`src/rtl/edge_accum_pkg.sv`:
```
// Shared encodings for the edge accumulator.
package edge_accum_pkg;
    typedef enum logic [1:0] {
        TRIG_NONE = 2'd0,
        TRIG_RISE = 2'd1,
        TRIG_FALL = 2'd2,
        TRIG_BOTH = 2'd3
    } trig_mode_e;

    typedef enum logic [1:0] {
        QUAD_OFF = 2'd0,
        QUAD_X1  = 2'd1,
        QUAD_X2  = 2'd2,
        QUAD_X4  = 2'd3
    } quad_sel_e;
endpackage

```
`src/rtl/edge_accum_sync.sv`:
```
// Two-flop synchronizer plus a history register for every line.
// Assumes: raw lines are asynchronous; cur/prv are the present and
// previous synchronized levels, so an edge is cur != prv.
module edge_accum_sync #(
    parameter int W = 4
) (
    input  logic         clk,
    input  logic         rst_n,
    input  logic [W-1:0] raw,
    output logic [W-1:0] cur,
    output logic [W-1:0] prv
);
    logic [W-1:0] meta;

    // Shift lines through two sync stages and one history stage.
    always_ff @(posedge clk) begin
        if (!rst_n) begin
            meta <= '0;
            cur  <= '0;
            prv  <= '0;
        end else begin
            meta <= raw;
            cur  <= meta;
            prv  <= cur;
        end
    end

    // Checker-only age counter: cycles since reset, saturating at 3.
    logic [1:0] age;
    always_ff @(posedge clk) begin
        if (!rst_n)          age <= 2'd0;
        else if (age != 2'd3) age <= age + 2'd1;
    end

    assert_sync_delay_R1: assert property (@(posedge clk) disable iff (!rst_n)
        (age >= 2'd2) |-> (cur == $past(raw, 2)));
endmodule

```
`src/rtl/edge_accum_line.sv`:
```
// Per-line trigger: turns one synchronized line into a step of -1/0/+1.
// Assumes: cur/prv are synchronized levels one cycle apart.
module edge_accum_line
    import edge_accum_pkg::*;
(
    input  logic              cur,
    input  logic              prv,
    input  logic [1:0]        mode,
    input  logic              down,
    output logic signed [1:0] step
);
    logic rise, fall, hit;

    // Select the transitions the mode asks for and sign them by direction.
    always_comb begin
        rise = cur & ~prv;
        fall = ~cur & prv;
        case (trig_mode_e'(mode))
            TRIG_RISE: hit = rise;
            TRIG_FALL: hit = fall;
            TRIG_BOTH: hit = rise | fall;
            default:   hit = 1'b0;
        endcase
        if (!hit)      step = 2'sd0;
        else if (down) step = -2'sd1;
        else           step = 2'sd1;
    end
endmodule

```
`src/rtl/edge_accum_quad.sv`:
```
// Quadrature decoder for channels A (line 0) and B (line 1).
// Assumes: forward means A leads B; each edge is judged against the
// other channel's previous synchronized level.
module edge_accum_quad
    import edge_accum_pkg::*;
(
    input  logic              clk,
    input  logic              rst_n,
    input  logic              a_cur,
    input  logic              a_prv,
    input  logic              b_cur,
    input  logic              b_prv,
    input  logic [1:0]        sel,
    output logic signed [1:0] a_step,
    output logic signed [1:0] b_step
);
    logic a_rise, a_fall, b_rise, b_fall;

    // Derive A and B steps for the selected resolution.
    always_comb begin
        a_rise = a_cur & ~a_prv;
        a_fall = ~a_cur & a_prv;
        b_rise = b_cur & ~b_prv;
        b_fall = ~b_cur & b_prv;
        a_step = 2'sd0;
        b_step = 2'sd0;
        case (quad_sel_e'(sel))
            QUAD_X1: begin
                if (a_rise && !b_prv)      a_step = 2'sd1;
                else if (a_fall && !b_prv) a_step = -2'sd1;
            end
            QUAD_X2, QUAD_X4: begin
                if (a_rise)      a_step = b_prv ? -2'sd1 : 2'sd1;
                else if (a_fall) a_step = b_prv ? 2'sd1 : -2'sd1;
                if (quad_sel_e'(sel) == QUAD_X4) begin
                    if (b_rise)      b_step = a_prv ? 2'sd1 : -2'sd1;
                    else if (b_fall) b_step = a_prv ? -2'sd1 : 2'sd1;
                end
            end
            default: ;
        endcase
    end

    assert_x1_b_high_R7: assert property (@(posedge clk) disable iff (!rst_n)
        ((sel == 2'd1) && a_cur && !a_prv && b_prv) |-> (a_step == 2'sd0));
    assert_x1_b_idle_R7: assert property (@(posedge clk) disable iff (!rst_n)
        ((sel == 2'd1) && (b_cur != b_prv)) |-> (b_step == 2'sd0 && (a_cur == a_prv || !b_prv || a_step == 2'sd0)));
endmodule

```
`src/rtl/edge_accum.sv`:
```
// Multi-line edge accumulator top.
// Assumes: NUM_LINES >= 2, CNT_W > SUM_W; lines 0/1 double as A/B.
module edge_accum
    import edge_accum_pkg::*;
#(
    parameter int NUM_LINES = 4,
    parameter int CNT_W     = 16
) (
    input  logic                   clk,
    input  logic                   rst_n,
    input  logic [NUM_LINES-1:0]   line_in,
    input  logic [2*NUM_LINES-1:0] line_mode,
    input  logic                   count_down,
    input  logic [1:0]             quad_sel,
    input  logic                   load,
    input  logic [CNT_W-1:0]       load_val,
    output logic [CNT_W-1:0]       value
);
    localparam int SUM_W = $clog2(NUM_LINES + 1) + 1;

    logic [NUM_LINES-1:0] s_cur, s_prv;
    logic signed [1:0]    step [NUM_LINES];
    logic signed [1:0]    qa_step, qb_step;
    logic signed [SUM_W-1:0] net;
    logic                 quad_on;
    logic [CNT_W-1:0]     value_q;

    edge_accum_sync #(.W(NUM_LINES)) u_sync (
        .clk(clk), .rst_n(rst_n), .raw(line_in), .cur(s_cur), .prv(s_prv)
    );

    edge_accum_quad u_quad (
        .clk(clk), .rst_n(rst_n),
        .a_cur(s_cur[0]), .a_prv(s_prv[0]),
        .b_cur(s_cur[1]), .b_prv(s_prv[1]),
        .sel(quad_sel), .a_step(qa_step), .b_step(qb_step)
    );

    assign quad_on = (quad_sel_e'(quad_sel) != QUAD_OFF);

    for (genvar i = 0; i < NUM_LINES; i++) begin : g_line
        logic signed [1:0] l_step;
        edge_accum_line u_line (
            .cur(s_cur[i]), .prv(s_prv[i]),
            .mode(line_mode[2*i +: 2]), .down(count_down), .step(l_step)
        );
        if (i == 0) begin : g_a
            assign step[i] = quad_on ? qa_step : l_step;
        end else if (i == 1) begin : g_b
            assign step[i] = quad_on ? qb_step : l_step;
        end else begin : g_plain
            assign step[i] = l_step;
        end
    end

    // Add up the signed steps of all lines.
    always_comb begin
        net = '0;
        for (int i = 0; i < NUM_LINES; i++) net = net + SUM_W'(step[i]);
    end

    // Accumulate the net step, with load taking priority.
    always_ff @(posedge clk) begin
        if (!rst_n)    value_q <= '0;
        else if (load) value_q <= load_val;
        else           value_q <= value_q + {{(CNT_W-SUM_W){net[SUM_W-1]}}, net};
    end

    assign value = value_q;

    assert_reset_clear_R11: assert property (@(posedge clk)
        !rst_n |=> (value == '0));
    assert_load_wins_R6: assert property (@(posedge clk) disable iff (!rst_n)
        load |=> (value == $past(load_val)));
    assert_step_bound_R4: assert property (@(posedge clk) disable iff (!rst_n)
        !load |=> ((CNT_W'(value - $past(value)) <= CNT_W'(NUM_LINES)) ||
                   (CNT_W'($past(value) - value) <= CNT_W'(NUM_LINES))));
    assert_idle_hold_R2: assert property (@(posedge clk) disable iff (!rst_n)
        (!load && (s_cur == s_prv)) |=> $stable(value));
endmodule

```
`config.mk`:
```
export PLATFORM = sky130hd
export DESIGN_NAME = edge_accum
export DESIGN_NICKNAME = d
export VERILOG_FILES = /design/src/rtl/edge_accum_pkg.sv /design/src/rtl/edge_accum_sync.sv /design/src/rtl/edge_accum_line.sv /design/src/rtl/edge_accum_quad.sv /design/src/rtl/edge_accum.sv
export SDC_FILE = /design/constraint.sdc
export NUM_CORES = 1
export LEC_CHECK = 0
export ABC_AREA = 0
export BUFFER_PORTS_ARGS = -buffer_cell sky130_fd_sc_hd__buf_2
export CORE_MARGIN = 2
export CORE_UTILIZATION = 50
export CTS_BUF_LIST = sky130_fd_sc_hd__clkbuf_4
export CTS_CLUSTER_DIAMETER = 80
export DETAILED_ROUTE_END_ITERATION = 6
export PLACE_DENSITY = 0.87
export SLEW_MARGIN = 10
export SYNTH_ARGS = -nofsm -noshare
export SYNTH_HDL_FRONTEND = slang
export SYNTH_SLANG_ARGS = --single-unit
```
`constraint.sdc`:
```
create_clock -name clk -period 8.4 [get_ports clk]
set_input_delay 0.84 -clock clk [delete_from_list [all_inputs] [get_ports clk]]
set_output_delay 0.84 -clock clk [all_outputs]
set_load 0.02 [all_outputs]
```
==> impl_results.md <==
- First-pass GRT wire length: 7950 µm
- Hold_buf cts: 0
- Synth-to-layout area growth: 16.2%
- Reg2reg end: value[15]
- Crit path cell chain: inv_1 > ha_1 > mux2i_1 > nand2_1 > o21ai_0 > a31oi_1 > fa_1 > inv_1 > fa_1 > ha_1 > fa_1 > xnor2_1 > xnor2_1 > buf_4 > ha_1 > a21oi_1 > o21ai_0 > a21oi_1 > o221a_1 > xnor2_1 > a21oi_1
- Mapped Avg Cell Area: 8.31 µm²
- Required time of the critical path: 8.66 ns
- Critical path's slowest cell: fa_1
- Nets@finish: 374
- Vias per inst: 5.32
- Highest net fanout along the worst path: 15
- Routed vias: 1895
- Max frequency: roughly 200 MHz
- Failing checks: design-rule violations
- Clock sinks: 28
- Max Transition Viols Final: 0
- H-tree lvl count: 1
- Num CTS Buffers: 3
- R2r startpoint: u_sync.prv[0]
- Crit Path Class: reg -> reg
- Final period util: 60.3%
- Synth Instances: 257
- EDFF count, synth: 0
- Gpl congestion: ~0.9
- Synth Register Bits: 28
- Crit path DAT: 5.32 ns
- Final min period: 5.06 ns
- Layout Skew: 0.0141 ns
- GRT Overall Usage: 19.4%
- Dpl hpwl: 3640 µm
- Vias in the first global route: 1829
- Reg2Reg Setup Slack: 3.34 ns
- WHS: 0.454 ns
- Register area: between 500 and 600 µm²
- Die area: ~4800 µm²
- Seq/Total Area, Yosys: 26.2%
- I/O Pins: 50
- Leakage power: between 1 and 1.5 nW
- CTS tree: done
- Initial DRC count: 104
- Min-delay src: u_sync.meta[3]
- Post-route design area: about 2500 µm²
- Routed WL: 4600 µm
- Critical Path Source: u_sync.prv[0]
- Multi-input combinational cell area: 1470 µm²
- Power per cell area: 170 nW/µm²
- DRC Markers: 2
- CTS clk-pin slew, worst paths: roughly 0.17 ns
- Worst path bufs/invs: 3
- Post-CTS sizing: 0
- Final core occ: 61.1%
- Width of the die: 69.4 µm
- Grt total ovfl: 0
- Main synth FF type: dfxtp_1
- Die Y: 69.4 µm
- Top delay family on crit path: adder cells
- Hold Crit Depth: 1
- Core area: 4060 µm²
- Critical Path Source Type: register
- WHS Endpoint: u_sync.cur[3]
- Largest net degree at the start of global routing: 32
- VDD IR max: 0.0689 mV
- CTS Buffer Depth: 2
- Pwr Total: approximately 420 µW
- Clk Tree Root Cell: clkbuf_4
- # rows: 23
- Share of layout cells above drive strength 1: between 15 and 20%
- Distinct cell type count after synthesis: 43
- Antenna Cells: 0
- Placed inst area: 2430 µm²
- Yosys warning total: 0
- Status: finished with violations
- Worst stage delay on the critical path: roughly 0.52 ns
- Initial Util: between 50 and 60%
- CP Capture Type: register
- Final Hold Fails: 0
- Fillers: 353
- Final worst slack: ~3.3 ns
- Inst Count DP: roughly 350
- Max-Cap Viols: 0
- Pre-CTS setup slack: between 3 and 4 ns
- Setup TNS: 0 ns
- Reg2Reg Depth: 21
- Final cell count without fillers: 356
- FFs w/ async S/R, synth: 0%
- Port Buffers: 49
- RSZ-0062 raised after global routing: no
- Hold crit path type: reg -> reg
- Clk Latency, worst-skew pair: 0.34 ns
- Synth Cell Area: 2140 µm²
- DRT Pass-1 Iters: 6
- Postcts setup bufs: 0
- Slew of the pin with the lowest slew margin: 0.469 ns
- Slew headroom: between 60 and 70%
- Initial antenna violation count: 0
- Mapped Nets: 324
- Routed Antenna Nets: 0
- Wire length per cell: roughly 13 µm
- Setup violators final: 0
[worst reg2reg max path, delay by kind of cell (launching register included)]
family,cells,cell delay [ns]
compound gates,7,1.29
xor+xnor,3,0.45
flops,1,0.41
fa+ha+maj,6,2.25
buf+inv,3,0.39
mux,1,0.14
simple gates,1,0.06
[sequential cells by signal (all words and copies together) (netlist names)]
name	flops
value	16
u_sync.cur	4
u_sync.meta	4
u_sync.prv	4
[worst max path at each step]
| stage | to | slack (ns) | cells past startpoint |
|---|---|---|---|
| floorplan | value[13] | 3.12 | 18 |
| global placement | value[15] | 3.27 | 21 |
| detailed placement | value[10] | 3.14 | 20 |
| CTS | value[10] | 3.36 | 21 |
| global route | value[11] | 3.01 | 21 |
| finish | value[15] | 3.34 | 21 |
[report_power, final]
part	switching [mW]	total, mW	leakage, nW	internal [mW]
registers	0.00839	0.154	0.232	0.146
clock network	0.0432	0.0914	0.0279	0.0483
logic	0.102	0.176	0.936	0.0745
[cells in the mapped netlist, drive strengths merged (2+ instances only)]
cell | number | area, µm²
nand4 | 2 | 12.5
and2 | 21 | 134
clkbuf | 4 | 15.0
mux2 | 2 | 22.5
xnor2 | 9 | 78.8
a21o | 4 | 30.0
mux2i | 4 | 40.0
o21ai | 23 | 115
ha | 27 | 338
nor3 | 3 | 15.0
o211ai | 2 | 15.0
o31ai | 5 | 37.5
nand2 | 24 | 90.1
a21oi | 20 | 104
nor2 | 9 | 33.8
nand4b | 2 | 17.5
o21bai | 2 | 15.0
inv | 23 | 86.3
fa | 6 | 120
dfxtp | 28 | 561
and3 | 3 | 20.0
nor2b | 2 | 12.5
nand3 | 10 | 50.1
a31oi | 3 | 18.8
xor2 | 3 | 26.3
nand2b | 3 | 18.8
[cell type report]
class                      count  share of cell area (%)
clock inverter                 1                    1.21
clock buffer                   3                   0.908
timing repair buffer          50                    10.2
tap                           50                    2.52
multi-input combinational    201                    59.1
inverter                      23                    3.48
sequential                    28                    22.6
[layout by cell type (no fill, tap or decap), types with 4 or more instances in the layout]
cell type and instances:
a21o_1 4, nand3_1 10, buf_2 49, fa_1 6, nor2_1 9, nand2_1 24
o31ai_1 5, and2_1 20, dfxtp_1 28, a21oi_1 19, inv_1 23, xnor2_1 9
ha_1 27, o21ai_0 22, mux2i_1 4
[routing by layer]
layer  vias to the layer above  wire (µm)  track usage [%]
li1                        992          -                -
met1                       851       2260             26.2
met2                        44       2100             32.9
met3                         8        167             1.31
met4                         0         67             6.32
met5                         -          0                0
[cell families after synthesis]
kind of cell	Yosys count	share of synthesized area, %
adders and majority gates	33	21.4
and+or+nand+nor	84	20.6
DFF	28	26.2
AOI/OAI and AO/OA	66	18.7
xor gates and xnor gates	12	4.92
muxes	6	2.93
buffers and inverters	28	5.10
No activity file was read; power rests on OpenSTA's default activity.
